### config.mk
export PLATFORM = sky130hd
export DESIGN_NAME = bus_release_arbiter
export DESIGN_NICKNAME = d
export VERILOG_FILES = /design/src/rtl/bra_pkg.sv /design/src/rtl/bra_fsm.sv /design/src/rtl/bra_outdec.sv /design/src/rtl/bus_release_arbiter.sv
export SDC_FILE = /design/constraint.sdc
export NUM_CORES = 1
export LEC_CHECK = 0
export BUFFER_PORTS_ARGS = -buffer_cell sky130_fd_sc_hd__buf_2
export CAP_MARGIN = 30
export CORE_AREA = 8 8 45 47
export DETAILED_ROUTE_END_ITERATION = 16
export DIE_AREA = 0 0 53 55
export PLACE_DENSITY = 0.35
export SKIP_LAST_GASP = 1
export SYNTH_ARGS = -nofsm -noshare
export SYNTH_HDL_FRONTEND = slang
export SYNTH_SLANG_ARGS = --single-unit
### constraint.sdc
create_clock -name clk -period 2.5 [get_ports clk]
set_input_delay 0.375 -clock clk [delete_from_list [all_inputs] [get_ports clk]]
set_output_delay 0.375 -clock clk [all_outputs]
set_load 0.02 [all_outputs]
### src/rtl/bra_pkg.sv
package bra_pkg;
  localparam int ST_W = 2;
  typedef enum logic [ST_W-1:0] {
    ST_OWN  = 2'd0,
    ST_GRNT = 2'd1,
    ST_OUT  = 2'd2
  } bra_state_e;
endpackage

### src/rtl/bra_fsm.sv
module bra_fsm
  import bra_pkg::*;
(
  input  logic       clk,
  input  logic       rst_n,
  input  logic       mode_q,
  input  logic       req_act,
  input  logic       gack_act,
  input  logic       bus_quiet,
  input  logic       cyc_busy,
  output bra_state_e state
);
  bra_state_e nxt;
  logic take_ok;

  assign take_ok = gack_act && bus_quiet && !cyc_busy;

  always_comb begin
    nxt = state;
    unique case (state)
      ST_OWN:  if (req_act) nxt = ST_GRNT;
      ST_GRNT: begin
        if (mode_q) begin
          if (!req_act)      nxt = ST_OWN;
          else if (!cyc_busy) nxt = ST_OUT;
        end else begin
          if (take_ok)       nxt = ST_OUT;
          else if (!req_act) nxt = ST_OWN;
        end
      end
      ST_OUT: begin
        if (mode_q) begin
          if (!req_act) nxt = ST_OWN;
        end else if (!gack_act) begin
          nxt = req_act ? ST_GRNT : ST_OWN;
        end
      end
      default: nxt = ST_OWN;
    endcase
  end

  always_ff @(posedge clk or negedge rst_n) begin
    if (!rst_n) state <= ST_OWN;
    else        state <= nxt;
  end
endmodule

### src/rtl/bra_outdec.sv
module bra_outdec
  import bra_pkg::*;
(
  input  bra_state_e state,
  input  logic       mode_q,
  input  logic       cyc_busy,
  output logic       grant_n,
  output logic       hold,
  output logic       drv_en
);
  always_comb begin
    grant_n = !((state == ST_GRNT) || (mode_q && state == ST_OUT));
    hold    = (state != ST_OWN);
    drv_en  = (state == ST_OWN) || ((state == ST_GRNT) && cyc_busy);
  end
endmodule

### src/rtl/bus_release_arbiter.sv
module bus_release_arbiter
  import bra_pkg::*;
(
  input  logic clk,
  input  logic rst_n,
  input  logic two_wire,
  input  logic req_n,
  input  logic gack_n,
  input  logic as_n,
  input  logic dtack_n,
  input  logic cyc_busy,
  output logic grant_n,
  output logic hold,
  output logic drv_en
);
  logic       mode_q;
  bra_state_e state;

  always_ff @(posedge clk) begin
    if (!rst_n) mode_q <= two_wire;
  end

  bra_fsm u_fsm (
    .clk       (clk),
    .rst_n     (rst_n),
    .mode_q    (mode_q),
    .req_act   (!req_n),
    .gack_act  (!gack_n),
    .bus_quiet (as_n && dtack_n),
    .cyc_busy  (cyc_busy),
    .state     (state)
  );

  bra_outdec u_dec (
    .state    (state),
    .mode_q   (mode_q),
    .cyc_busy (cyc_busy),
    .grant_n  (grant_n),
    .hold     (hold),
    .drv_en   (drv_en)
  );
endmodule

==> impl_table.tex, run 1 <==
\begin{tabular}{lr}
\hline
Metric & Value \\
\hline
\multicolumn{2}{l}{\textbf{Synthesis}} \\
\quad Count of distinct cell types in the synthesized netlist & 14 \\
\quad Count of state elements after synthesis & 3 \\
\quad Post-synthesis cell count & 21 \\
\quad Number of warnings reported in the yosys synthesis log & 0 \\
\quad Synthesized netlist net count & 29 \\
\quad Netlist area before placement & 196 um\^{}2 \\
\quad Share of the yosys chip area belonging to registers & 0.408 \\
\quad Synth top area share & 0.255 \\
\quad Ranking of synthesized cells by area & dfrtp\_1, edfxtp\_1, a2bb2oi\_1 \\
\quad Yosys top cell by area & dfrtp\_1 \\
\quad Post-synthesis area per instance & 9.35 um\^{}2 \\
\multicolumn{2}{l}{\textbf{Floorplanning}} \\
\quad Number of primary I/O pins & 11 \\
\quad Die boundary height & 55 um \\
\quad Effective utilization at floorplan & 0.142 \\
\quad Floorplan Core Area & 1380 um\^{}2 \\
\quad Die width & 53 um \\
\quad Die area & 2920 um\^{}2 \\
\quad Rows & 14 \\
\multicolumn{2}{l}{\textbf{Drt}} \\
\quad DR WL/cell & 9.77 um \\
\quad Vias per cell & 3.88 \\
\quad Wirelength, routed & 508 um \\
\quad Antenna Nets Post-Route & 0 \\
\quad Iter 0 DRT Violations & 1 \\
\quad Number of detailed-routing iterations run before antenna repair & 2 \\
\quad DRC Markers & 0 \\
\quad Via total after detailed routing & 202 \\
\multicolumn{2}{l}{\textbf{Place}} \\
\quad Number of port buffers & 10 \\
\quad Routability cong. & 0.673 \\
\quad Total placed cells including tap cells & 47 \\
\multicolumn{2}{l}{\textbf{STA}} \\
\quad Measured slew at the worst slew-check pin & 0.201 ns \\
\quad Final Setup Violations & 0 \\
\quad Min Hold Slack & 0.321 ns \\
\quad Total Negative Setup Slacks & 0 ns \\
\quad Post-route fraction of the period consumed by the critical path & 0.629 \\
\quad Hold Vio Cnt, Final & 0 \\
\quad Unrepaired setup endpoints after global routing & no \\
\quad Highest clock frequency the design can meet & 0.636 GHz \\
\quad Skew final & 0.00304 ns \\
\quad Pins over their slew limit & 0 \\
\quad Worst slew margin relative to its limit & 0.865 \\
\quad Minimum period implied by the final worst setup slack & 1.57 ns \\
\multicolumn{2}{l}{\textbf{Final layout}} \\
\quad Leading cell type in the layout, fill and taps excluded & buf\_2 \\
\quad Relative area change from synthesis to final layout & 54.1\% \\
\quad Number of nets in the final layout & 45 \\
\quad Fraction of the core area covered by cells at the end of the flow & 0.219 \\
\quad Final non-filler cell total & 52 \\
\quad Fillers & 142 \\
\quad Number of inserted diodes & 0 \\
\quad Fraction of layout cells with a size suffix above 1 & 0.444 \\
\quad Commonest cells after routing, fill and taps aside & buf\_2, inv\_1, a21oi\_1, clkbuf\_4 \\
\multicolumn{2}{l}{\textbf{Clocking}} \\
\quad Setup fix buffers added after clock tree synthesis & 0 \\
\quad Maximum count of clock buffers along a single path & 2 \\
\quad CTS tree & yes \\
\quad Clock latency reported for the late side of the worst-skew pair & 0.23 ns \\
\quad Number of buffers added to fix hold violations after cts & 1 \\
\quad Number of sinks on the clock net & 3 \\
\quad Clock root buffer & clkbuf\_4 \\
\quad CTS H-Tree Depth & 1 \\
\quad Number of gates given a new drive strength after cts & 0 \\
\quad Number of buffers created by CTS & 3 \\
\quad Clock slew seen by the registers of the worst setup and hold paths & 0.04 ns \\
\multicolumn{2}{l}{\textbf{Global route}} \\
\quad Combined global-route utilization of all metal layers & 0.0394 \\
\quad Routing usage on met2 & 0.0391 \\
\quad Leftover overflow at the end of global routing & 0 \\
\quad Global-route track usage on met3 & 0.0428 \\
\quad Antenna violations before repair & 0 \\
\quad Maximum number of pins on one net before global-route repair & 8 \\
\quad Vias in the first global route & 208 \\
\quad Global-route wire length before repair & 793 um \\
\quad Busiest layer in global routing & met3 \\
\quad Met1 Usage GRT & 0.0412 \\
\multicolumn{2}{l}{\textbf{Setup path}} \\
\quad Worst reg2reg path endpoint & u\_fsm.state[0] \\
\quad Max Fanout on Critical Path & 7 \\
\quad Kind of critical path & flip-flop to primary output \\
\quad Crit start category & flip-flop \\
\quad R2R setup slack & 1.46 ns \\
\quad Kind of end point of the critical path & primary output \\
\quad Worst setup startpoint & u\_fsm.state[0] \\
\quad Worst R2R Path Depth & 3 \\
\quad Arrival time reported for the critical path endpoint & 1.20 ns \\
\quad R2R Path Start & u\_fsm.state[0] \\
\quad Worst setup path endpoint & grant\_n \\
\quad Required time of the worst setup path & 2.12 ns \\
\multicolumn{2}{l}{\textbf{Power and ir drop}} \\
\quad LEAKAGE & 0.146 nW \\
\quad Power density relative to cell area & 687 nW/um\^{}2 \\
\quad Worst supply voltage drop on vdd & 0.230 mV \\
\quad PnR Total Power & 0.000208 W \\
\multicolumn{2}{l}{\textbf{Min path}} \\
\quad Hold WC Path Type & primary input to flip-flop \\
\multicolumn{2}{l}{\textbf{Flow run}} \\
\quad Max-Cap Viols & 0 \\
\multicolumn{2}{l}{\textbf{Status}} \\
\quad Outcome & complete, no violations \\
\hline
\end{tabular}
==> worst min-delay path by stage <==
stage,start,endpoint,slack [ns],cells past startpoint
global placement,rst_n,u_fsm.state[0],0.17,1
detailed placement,rst_n,u_fsm.state[0],0.17,1
global route,two_wire,mode_q,0.31,1
finish,two_wire,mode_q,0.32,1
floorplan,rst_n,u_fsm.state[0],0.08,0
CTS,two_wire,mode_q,0.31,1
==> metrics by stage <==
stage,worst slack (ns),area [um^2]
after global placement,1.19,267
after floorplan,1.16,196
after CTS,0.921,303
final,0.928,303
after global routing,0.874,303
after detailed placement,1.18,267
==> cells by family after synthesis <==
kind of cell	after synthesis	synth area share
AO/OA/AOI/OAI	8	0.287
flip-flops	3	0.408
AND/OR/NAND/NOR	7	0.248
buffers and inverters	3	0.0573
==> report_power, final <==
part           internal [W]  switching [W]
sequential        0.0000568     0.00000793
clock             0.0000598      0.0000245
combinational     0.0000291      0.0000299
total              0.000146      0.0000622
==> critical path: stages (launching register included) <==
cell	delay [ns]
dfrtp_1	0.43
and2b_2	0.24
a21oi_1	0.12
buf_2	0.18
==> cells in the mapped netlist (all sizes together) <==
cell type / count
o31ai: 1
nand4bb: 1
nand2: 1
and2b: 1
inv: 3
a2bb2oi: 2
or2: 1
a211o: 1
o22ai: 1
dfrtp: 2
nand2b: 2
a21oi: 3
edfxtp: 1
nor2b: 1
==> cell type report <==
| class | count | area, um^2 | area share |
|---|---|---|---|
| multi-input cells | 15 | 105 | 0.347 |
| flip-flops and latches | 3 | 80.1 | 0.264 |
| repair buffers | 11 | 60.1 | 0.198 |
| clock buffers | 4 | 26.3 | 0.0868 |
| well taps | 16 | 20.0 | 0.0661 |
| inverters | 3 | 11.3 | 0.0372 |
==> metal layers <==
| layer | part of all wire | wire length (um) |
|---|---|---|
| met1 | 0.46 | 234 |
| met3 | 0.23 | 115 |
| met4 | 0 | 0 |
| met2 | 0.31 | 157 |
| met5 | 0 | 0 |
==> sequential cells by signal, summed over array words and instances, names as in the netlist <==
signal	cells
u_fsm.state	2
mode_q	1
(Power assumes the default switching activity.)
==> inputs of run 2 (changes only) <==
Settings changed: PLACE_DENSITY 0.35 to 0.36.
Clock period 2.5 ns to 1.3 ns, I/O delays scaled along.
==> run 2 against run 1 <==
The run now ends with negative setup slack left. Via count rose by 9.9%. Count of clock-buffer cells in the layout did not move. Largest cell class unchanged. Utilization rose by 4.0 points. Critical endpoint unchanged. Flip-flop and latch count did not move. Combinational power rose to 2.9 times the previous value. Sequential share of layout area fell by 4.1 points. Clock skew fell by 0.0016 ns.
==> impl_table.tex, run 2 (synthesis results as in run 1) <==
\begin{tabular}{lr}
\hline
Metric & Value \\
\hline
\multicolumn{2}{l}{\textbf{Status}} \\
\quad Outcome & complete, but fails checks \\
\quad Violated checks & negative setup slack \\
\multicolumn{2}{l}{\textbf{Drt}} \\
\quad Wirelength, routed & 579 um (+14\%) \\
\quad Antenna Nets Post-Route & 0 (unchanged) \\
\quad Via total after detailed routing & 222 (+9.9\%) \\
\quad Number of detailed-routing iterations run before antenna repair & 2 (unchanged) \\
\quad Iter 0 DRT Violations & 3 (+2) \\
\quad DR WL/cell & 10.3 um (+5.8\%) \\
\quad DRC Markers & 0 (unchanged) \\
\quad Vias per cell & 3.96 (+2.1\%) \\
\multicolumn{2}{l}{\textbf{Final layout}} \\
\quad Commonest cells after routing, fill and taps aside & buf\_2, buf\_4, inv\_1, clkbuf\_4 \\
\quad Register ranked first by flip-flop count & u\_fsm.state \\
\quad Largest register FFs & 2 (unchanged) \\
\quad Fraction of the core area covered by cells at the end of the flow & 0.259 (+0.0398) \\
\quad Relative area change from synthesis to final layout & 82.2\% \\
\quad Fraction of layout cells with a size suffix above 1 & 0.575 (+0.131) \\
\quad Number of nets in the final layout & 49 (+8.9\%) \\
\quad Largest registers & u\_fsm.state x2, mode\_q x1 \\
\quad Total non-filler cell area in the finished layout & 358 um\^{}2 (+18\%) \\
\quad Number of inserted diodes & 0 (unchanged) \\
\quad Leading cell type in the layout, fill and taps excluded & buf\_2 \\
\multicolumn{2}{l}{\textbf{STA}} \\
\quad Total Negative Setup Slacks & -0.0194 ns (-0.0194 ns) \\
\quad Minimum period implied by the final worst setup slack & 1.32 ns \\
\quad Unrepaired setup endpoints after global routing & yes \\
\quad Post-route fraction of the period consumed by the critical path & 1.01 \\
\quad Pins over their slew limit & 0 (unchanged) \\
\quad Hold Vio Cnt, Final & 0 (unchanged) \\
\quad Final Setup Violations & 2 (+2) \\
\quad Measured slew at the worst slew-check pin & 0.220 ns (+0.0187 ns) \\
\quad PnR worst setup slack & -0.0187 ns (-0.946 ns) \\
\quad Worst slew margin relative to its limit & 0.852 (-0.0126) \\
\quad Skew final & 0.00140 ns (-0.00164 ns) \\
\quad Highest clock frequency the design can meet & 0.758 GHz \\
\multicolumn{2}{l}{\textbf{Clocking}} \\
\quad Clock slew seen by the registers of the worst setup and hold paths & 0.04 ns (about the same) \\
\quad CTS tree & yes \\
\quad Clock latency reported for the late side of the worst-skew pair & 0.23 ns (about the same) \\
\quad CTS H-Tree Depth & 1 (unchanged) \\
\quad Number of sinks on the clock net & 3 (unchanged) \\
\quad Number of buffers created by CTS & 3 (unchanged) \\
\quad Clock root buffer & clkbuf\_4 \\
\quad Maximum count of clock buffers along a single path & 2 (unchanged) \\
\multicolumn{2}{l}{\textbf{Setup path}} \\
\quad Required time of the worst setup path & 1.11 ns (-1.01 ns) \\
\quad Crit start category & flip-flop \\
\quad Delay of the slowest cell on the worst path & 0.42 ns (about the same) \\
\quad Standard cell with the maximum stage delay on the critical path & dfrtp\_1 \\
\quad Kind of critical path & flip-flop to primary output \\
\quad R2R setup slack & 0.02 ns (-1.44 ns) \\
\quad Cells traversed along the worst timing path & and2b\_2 > a21oi\_2 > buf\_6 \\
\quad Arrival time reported for the critical path endpoint & 1.12 ns (-0.08 ns) \\
\quad Worst reg2reg path endpoint & u\_fsm.state[0] \\
\quad R2R Path Start & u\_fsm.state[0] \\
\quad Worst R2R Path Depth & 5 (+2) \\
\quad Worst setup startpoint & u\_fsm.state[0] \\
\quad Max Fanout on Critical Path & 6 (-1) \\
\quad Kind of end point of the critical path & primary output \\
\multicolumn{2}{l}{\textbf{Power and ir drop}} \\
\quad LEAKAGE & 0.173 nW (+18\%) \\
\quad Power density relative to cell area & 1280 nW/um\^{}2 (+87\%) \\
\quad Worst supply voltage drop on vdd & 0.460 mV (+100\%) \\
\multicolumn{2}{l}{\textbf{Min path}} \\
\quad Hold Crit Endpoint & mode\_q \\
\quad Hold WC Path Type & primary input to flip-flop \\
\quad Cell count of the worst hold path & 1 (unchanged) \\
\quad Hold path start & two\_wire \\
\multicolumn{2}{l}{\textbf{Floorplanning}} \\
\quad Die boundary height & 55 um (unchanged) \\
\quad Die area & 2920 um\^{}2 (unchanged) \\
\quad Number of primary I/O pins & 11 (unchanged) \\
\quad Effective utilization at floorplan & 0.142 (unchanged) \\
\quad Floorplan Core Area & 1380 um\^{}2 (unchanged) \\
\quad Die width & 53 um (unchanged) \\
\quad Rows & 14 (unchanged) \\
\multicolumn{2}{l}{\textbf{Global route}} \\
\quad Vias in the first global route & 233 (+12\%) \\
\quad Leftover overflow at the end of global routing & 0 (unchanged) \\
\quad Combined global-route utilization of all metal layers & 0.0443 (+0.00493) \\
\quad Antenna violations before repair & 0 (unchanged) \\
\quad Maximum number of pins on one net before global-route repair & 7 (-1) \\
\quad Global-route wire length before repair & 910 um (+15\%) \\
\multicolumn{2}{l}{\textbf{Place}} \\
\quad Cell Area, Placed & 267 um\^{}2 (unchanged) \\
\quad Routability cong. & 0.695 (+3.3\%) \\
\quad Number of port buffers & 10 (unchanged) \\
\multicolumn{2}{l}{\textbf{Flow run}} \\
\quad Max-Cap Viols & 0 (unchanged) \\
\hline
\end{tabular}
run 2: changes by cell type in the layout (fill, tap and decap cells not counted), sizes merged:
| cell | delta |
|---|---|
| buf | +4 |
run 2: what timing repair did:
item                                   4_1_cts  5_1_grt
hold buffers                                 1        0
resized for setup                            6        2
setup endpoints to repair                    2        3
buffers inserted                             2        2
endpoints found under the hold margin        2        0
run 2: how the worst max path moves through the flow:
stage                   end  slack [ns]
floorplan           grant_n        0.14
global placement    grant_n        0.18
detailed placement  grant_n        0.18
CTS                  drv_en       -0.03
global route        grant_n       -0.09
finish              grant_n       -0.02
run 2: layer usage:
layer,up-vias,global-route usage,routed length (um)
met5,-,0,0
met4,0,0.0517,0
met1,97,0.0473,269
met2,11,0.0547,228
met3,0,0.0267,80
li1,114,-,-
run 2: area by class of cell:
type / count / area [um^2]
clock buffers: 4 / 26.3
inverters: 3 / 11.3
repair buffers: 15 / 105
multi-input cells: 15 / 115
well taps: 16 / 20.0
fillers: 165 / 1030
flip-flops and latches: 3 / 80.1
run 2: per-stage QoR:
step	std cells	hold slack (ns)	setup WS [ns]	power, W
floorplan	21	-0.101	0.137	0.000198
global placement	47	-0.0110	0.183	0.000237
detailed placement	47	-0.00998	0.176	0.000238
CTS	54	0.132	-0.0309	0.000449
global route	56	0.127	-0.0875	0.000502
finish	56	0.141	-0.0187	0.000458
run 2: critical path, delay by kind of cell (launching register included):
family	cells	cell delay, ns
compound gates	1	0.11
simple gates	1	0.23
flops	1	0.42
buf+inv	1	0.13
run 2: report_power, final:
group / internal, W / switching, W
sequential: 0.000109 / 0.0000148
clock: 0.000115 / 0.0000474
combinational: 0.000100 / 0.0000716
total: 0.000324 / 0.000134
==> inputs of run 3 (changes only) <==
Settings changed: ABC_AREA set to 1, PLACE_DENSITY 0.36 to 0.43, SYNTH_HIERARCHICAL set to 1.
==> run 3 against run 2 <==
The flow now finishes without violations. Synthesized area grew 39%. Clock skew grew 0.0036 ns. First-iteration DRC count grew to 2.7 times the previous value. Die area is the same. Total power grew 76%. Global-route usage grew 1.6 points. Sequential share of layout area shrank 2.3 points. Cell area grew 15%. Worst setup slack gained 0.061 ns. Cell count grew 46%. Combinational power grew to 2.8 times the previous value. Worst hold slack lost 0.00090 ns.
==> impl_table.tex, run 3 <==
\begin{tabular}{lr}
\hline
Metric & Value \\
\hline
\multicolumn{2}{l}{\textbf{STA}} \\
\quad Unrepaired setup endpoints after global routing & yes \\
\quad Measured slew at the worst slew-check pin & 0.201 ns (-0.0192 ns) \\
\quad Min Hold Slack & 0.140 ns (-0.000904 ns) \\
\quad Post-route fraction of the period consumed by the critical path & 0.968 (-0.0466) \\
\quad Skew final & 0.00501 ns (+0.00361 ns) \\
\quad Final Setup Violations & 0 (-2) \\
\quad Minimum period implied by the final worst setup slack & 1.26 ns (-0.0605 ns) \\
\quad Worst slew margin relative to its limit & 0.865 (+0.0126) \\
\quad Pins over their slew limit & 0 (unchanged) \\
\quad Hold Vio Cnt, Final & 0 (unchanged) \\
\quad Highest clock frequency the design can meet & 0.795 GHz (+4.8\%) \\
\quad PnR worst setup slack & 0.0418 ns (+0.0605 ns) \\
\multicolumn{2}{l}{\textbf{Drt}} \\
\quad DRC Markers & 0 (unchanged) \\
\quad Wirelength, routed & 768 um (+33\%) \\
\quad Antenna Nets Post-Route & 0 (unchanged) \\
\quad Iter 0 DRT Violations & 8 (+5) \\
\quad Via total after detailed routing & 322 (+45\%) \\
\quad Vias per cell & 3.93 (-0.94\%) \\
\quad Number of detailed-routing iterations run before antenna repair & 4 (+2) \\
\quad DR WL/cell & 9.37 um (-9.4\%) \\
\multicolumn{2}{l}{\textbf{Setup path}} \\
\quad Standard cell with the maximum stage delay on the critical path & dfrtp\_2 \\
\quad Arrival time reported for the critical path endpoint & 1.06 ns (-0.06 ns) \\
\quad Kind of critical path & flip-flop to primary output \\
\quad Number of buffer and inverter stages on the critical path & 1 (unchanged) \\
\quad Kind of end point of the critical path & primary output \\
\quad Delay of the slowest cell on the worst path & 0.40 ns (-0.02 ns) \\
\quad Crit start category & flip-flop \\
\quad Family with the most delay on the worst path & flip-flops \\
\quad Required time of the worst setup path & 1.11 ns (about the same) \\
\quad Max Fanout on Critical Path & 3 (-3) \\
\quad Cells traversed along the worst timing path & or2\_4 > nand2\_2 > buf\_6 \\
\multicolumn{2}{l}{\textbf{Synthesis}} \\
\quad Synth top area share & 0.233 (-0.0219) \\
\quad Netlist area before placement & 274 um\^{}2 (+39\%) \\
\quad Count of state elements after synthesis & 3 (unchanged) \\
\quad Async SR Flop Fraction & 0.667 (unchanged) \\
\quad Ranking of synthesized cells by area & nand2\_1, dfrtp\_1, inv\_1 \\
\quad Synthesized netlist net count & 56 (+93\%) \\
\quad Count of distinct cell types in the synthesized netlist & 13 (-1) \\
\quad Yosys top cell by area & nand2\_1 \\
\quad Number of warnings reported in the yosys synthesis log & 6 (+6) \\
\quad Number of enable flip-flop cells after synthesis & 1 (unchanged) \\
\quad Dominant register cell in the synthesized netlist & dfrtp\_1 \\
\quad Share of the yosys chip area belonging to registers & 0.292 (-0.115) \\
\quad Post-synthesis cell count & 48 (+130\%) \\
\quad Post-synthesis area per instance & 5.71 um\^{}2 (-39\%) \\
\quad Cell types with the highest counts after synthesis & nand2\_1, inv\_1, nor2\_1, nand3\_1, o21ai\_0 \\
\quad Library cell with the highest instance count after synthesis & nand2\_1 \\
\multicolumn{2}{l}{\textbf{Global route}} \\
\quad Global-route wire length before repair & 1220 um (+34\%) \\
\quad Antenna violations before repair & 0 (unchanged) \\
\quad Leftover overflow at the end of global routing & 0 (unchanged) \\
\quad Combined global-route utilization of all metal layers & 0.0601 (+0.0158) \\
\quad Vias in the first global route & 328 (+41\%) \\
\quad Maximum number of pins on one net before global-route repair & 6 (-1) \\
\multicolumn{2}{l}{\textbf{Place}} \\
\quad Cell Area, Placed & 344 um\^{}2 (+29\%) \\
\quad Total placed cells including tap cells & 74 (+57\%) \\
\quad Routability cong. & 0.746 (+7.3\%) \\
\quad Post-Place Worst Slack & 0.183 ns (+0.00666 ns) \\
\quad Number of port buffers & 10 (unchanged) \\
\quad HPWL Detailed & 571 um \\
\multicolumn{2}{l}{\textbf{Floorplanning}} \\
\quad Floorplan Core Area & 1380 um\^{}2 (unchanged) \\
\quad Effective utilization at floorplan & 0.198 (+0.0561) \\
\quad Number of primary I/O pins & 11 (unchanged) \\
\quad Rows & 14 (unchanged) \\
\quad Die area & 2920 um\^{}2 (unchanged) \\
\quad Die width & 53 um (unchanged) \\
\quad Die boundary height & 55 um (unchanged) \\
\multicolumn{2}{l}{\textbf{Clocking}} \\
\quad CTS H-Tree Depth & 1 (unchanged) \\
\quad Number of buffers created by CTS & 3 (unchanged) \\
\quad Clock root buffer & clkbuf\_4 \\
\quad Maximum count of clock buffers along a single path & 2 (unchanged) \\
\quad Number of sinks on the clock net & 3 (unchanged) \\
\quad Clock latency reported for the late side of the worst-skew pair & 0.23 ns (about the same) \\
\quad CTS tree & yes \\
\quad Clock slew seen by the registers of the worst setup and hold paths & 0.04 ns (about the same) \\
\multicolumn{2}{l}{\textbf{Final layout}} \\
\quad Relative area change from synthesis to final layout & 50.2\% \\
\quad Final non-filler cell total & 82 (+46\%) \\
\quad Fraction of the core area covered by cells at the end of the flow & 0.297 (+0.0389) \\
\quad Number of nets in the final layout & 75 (+53\%) \\
\quad Largest register FFs & 2 (unchanged) \\
\quad Number of inserted diodes & 0 (unchanged) \\
\quad Largest registers & u\_fsm/state x2, mode\_q x1 \\
\quad Fraction of layout cells with a size suffix above 1 & 0.348 (-0.227) \\
\quad Register ranked first by flip-flop count & u\_fsm/state \\
\quad Commonest cells after routing, fill and taps aside & nand2\_1, inv\_1, buf\_2 \\
\quad Leading cell type in the layout, fill and taps excluded & nand2\_1 \\
\quad Fillers & 169 (+2.4\%) \\
\quad Total non-filler cell area in the finished layout & 412 um\^{}2 (+15\%) \\
\multicolumn{2}{l}{\textbf{Power and ir drop}} \\
\quad LEAKAGE & 0.246 nW (+42\%) \\
\quad Worst supply voltage drop on vdd & 0.387 mV (-16\%) \\
\quad Power density relative to cell area & 1960 nW/um\^{}2 (+53\%) \\
\multicolumn{2}{l}{\textbf{Flow run}} \\
\quad Max-Cap Viols & 0 (unchanged) \\
\multicolumn{2}{l}{\textbf{Status}} \\
\quad Outcome & complete, no violations \\
\multicolumn{2}{l}{\textbf{Min path}} \\
\quad Hold WC Path Type & primary input to flip-flop \\
\hline
\end{tabular}
-- run 3: cell types whose count changed in the layout (fill, tap and decap cells not counted), sizes merged, moves of 2 or more --
cell     delta
nand2      +17
inv         +9
nor2        +6
o21ai       +4
a21oi       -3
nand3       +3
a2bb2oi     -2
nand2b      -2
-- run 3: what timing repair did --
action	CTS	global route
gates resized for setup	3	2
hold buffers	1	0
setup endpoints to repair	2	2
hold endpoints to repair	2	0
buffers inserted	3	0
-- run 3: power by group --
group | switching [W] | leakage (nW) | internal [W]
sequential | 0.0000242 | 0.0327 | 0.000132
combinational | 0.000271 | 0.198 | 0.000213
clock | 0.0000507 | 0.0150 | 0.000115
total | 0.000346 | 0.246 | 0.000460
-- run 3: area by class of cell --
type                       instances  area, um^2  area share
timing repair buffer              14        88.8       0.216
multi-input combinational         33         149       0.362
clock buffer                       4        26.3      0.0638
sequential                         3        82.6       0.201
tap                               16        20.0      0.0486
inverter                          12        45.0       0.109
-- run 3: kinds of logic (layout without fill, tap and decap cells) --
family,count (synthesis),after routing,synth area share
buffers and inverters,12,30,0.164
flip-flops,3,3,0.292
AO/OA/AOI/OAI,4,4,0.0730
AND/OR/NAND/NOR,29,29,0.470
-- run 3: path summary, 6_finish.rpt --
path	startpoint	endpoint	slack (ns)	depth (start not counted)
setup / recovery	u_fsm/state[1]	grant_n	0.04	3
hold / removal	two_wire	mode_q	0.14	1
setup reg to reg	u_fsm/state[1]	u_fsm/state[1]	0.14	7
hold reg to reg	mode_q	u_fsm/state[1]	0.71	4
max in group asynchronous	rst_n	u_fsm/state[1]	0.89	2
min in group asynchronous	rst_n	u_fsm/state[0]	0.30	2
-- run 3: through the flow --
step / setup TNS, ns / power (W)
3_5_place_dp: 0 / 0.000554
4_1_cts: 0 / 0.000799
3_3_place_gp: 0 / 0.000554
2_1_floorplan: 0 / 0.000444
5_1_grt: -0.00277 / 0.000881
6_report: 0 / 0.000807
-- run 3: metal layers --
layer  track usage  vias to the layer above  part of all wire
li1              -                      178                 -
met1        0.0441                      140              0.35
met2         0.113                        4              0.59
met3        0.0214                        0             0.059
met4        0.0647                        0                 0
met5             0                        -                 0
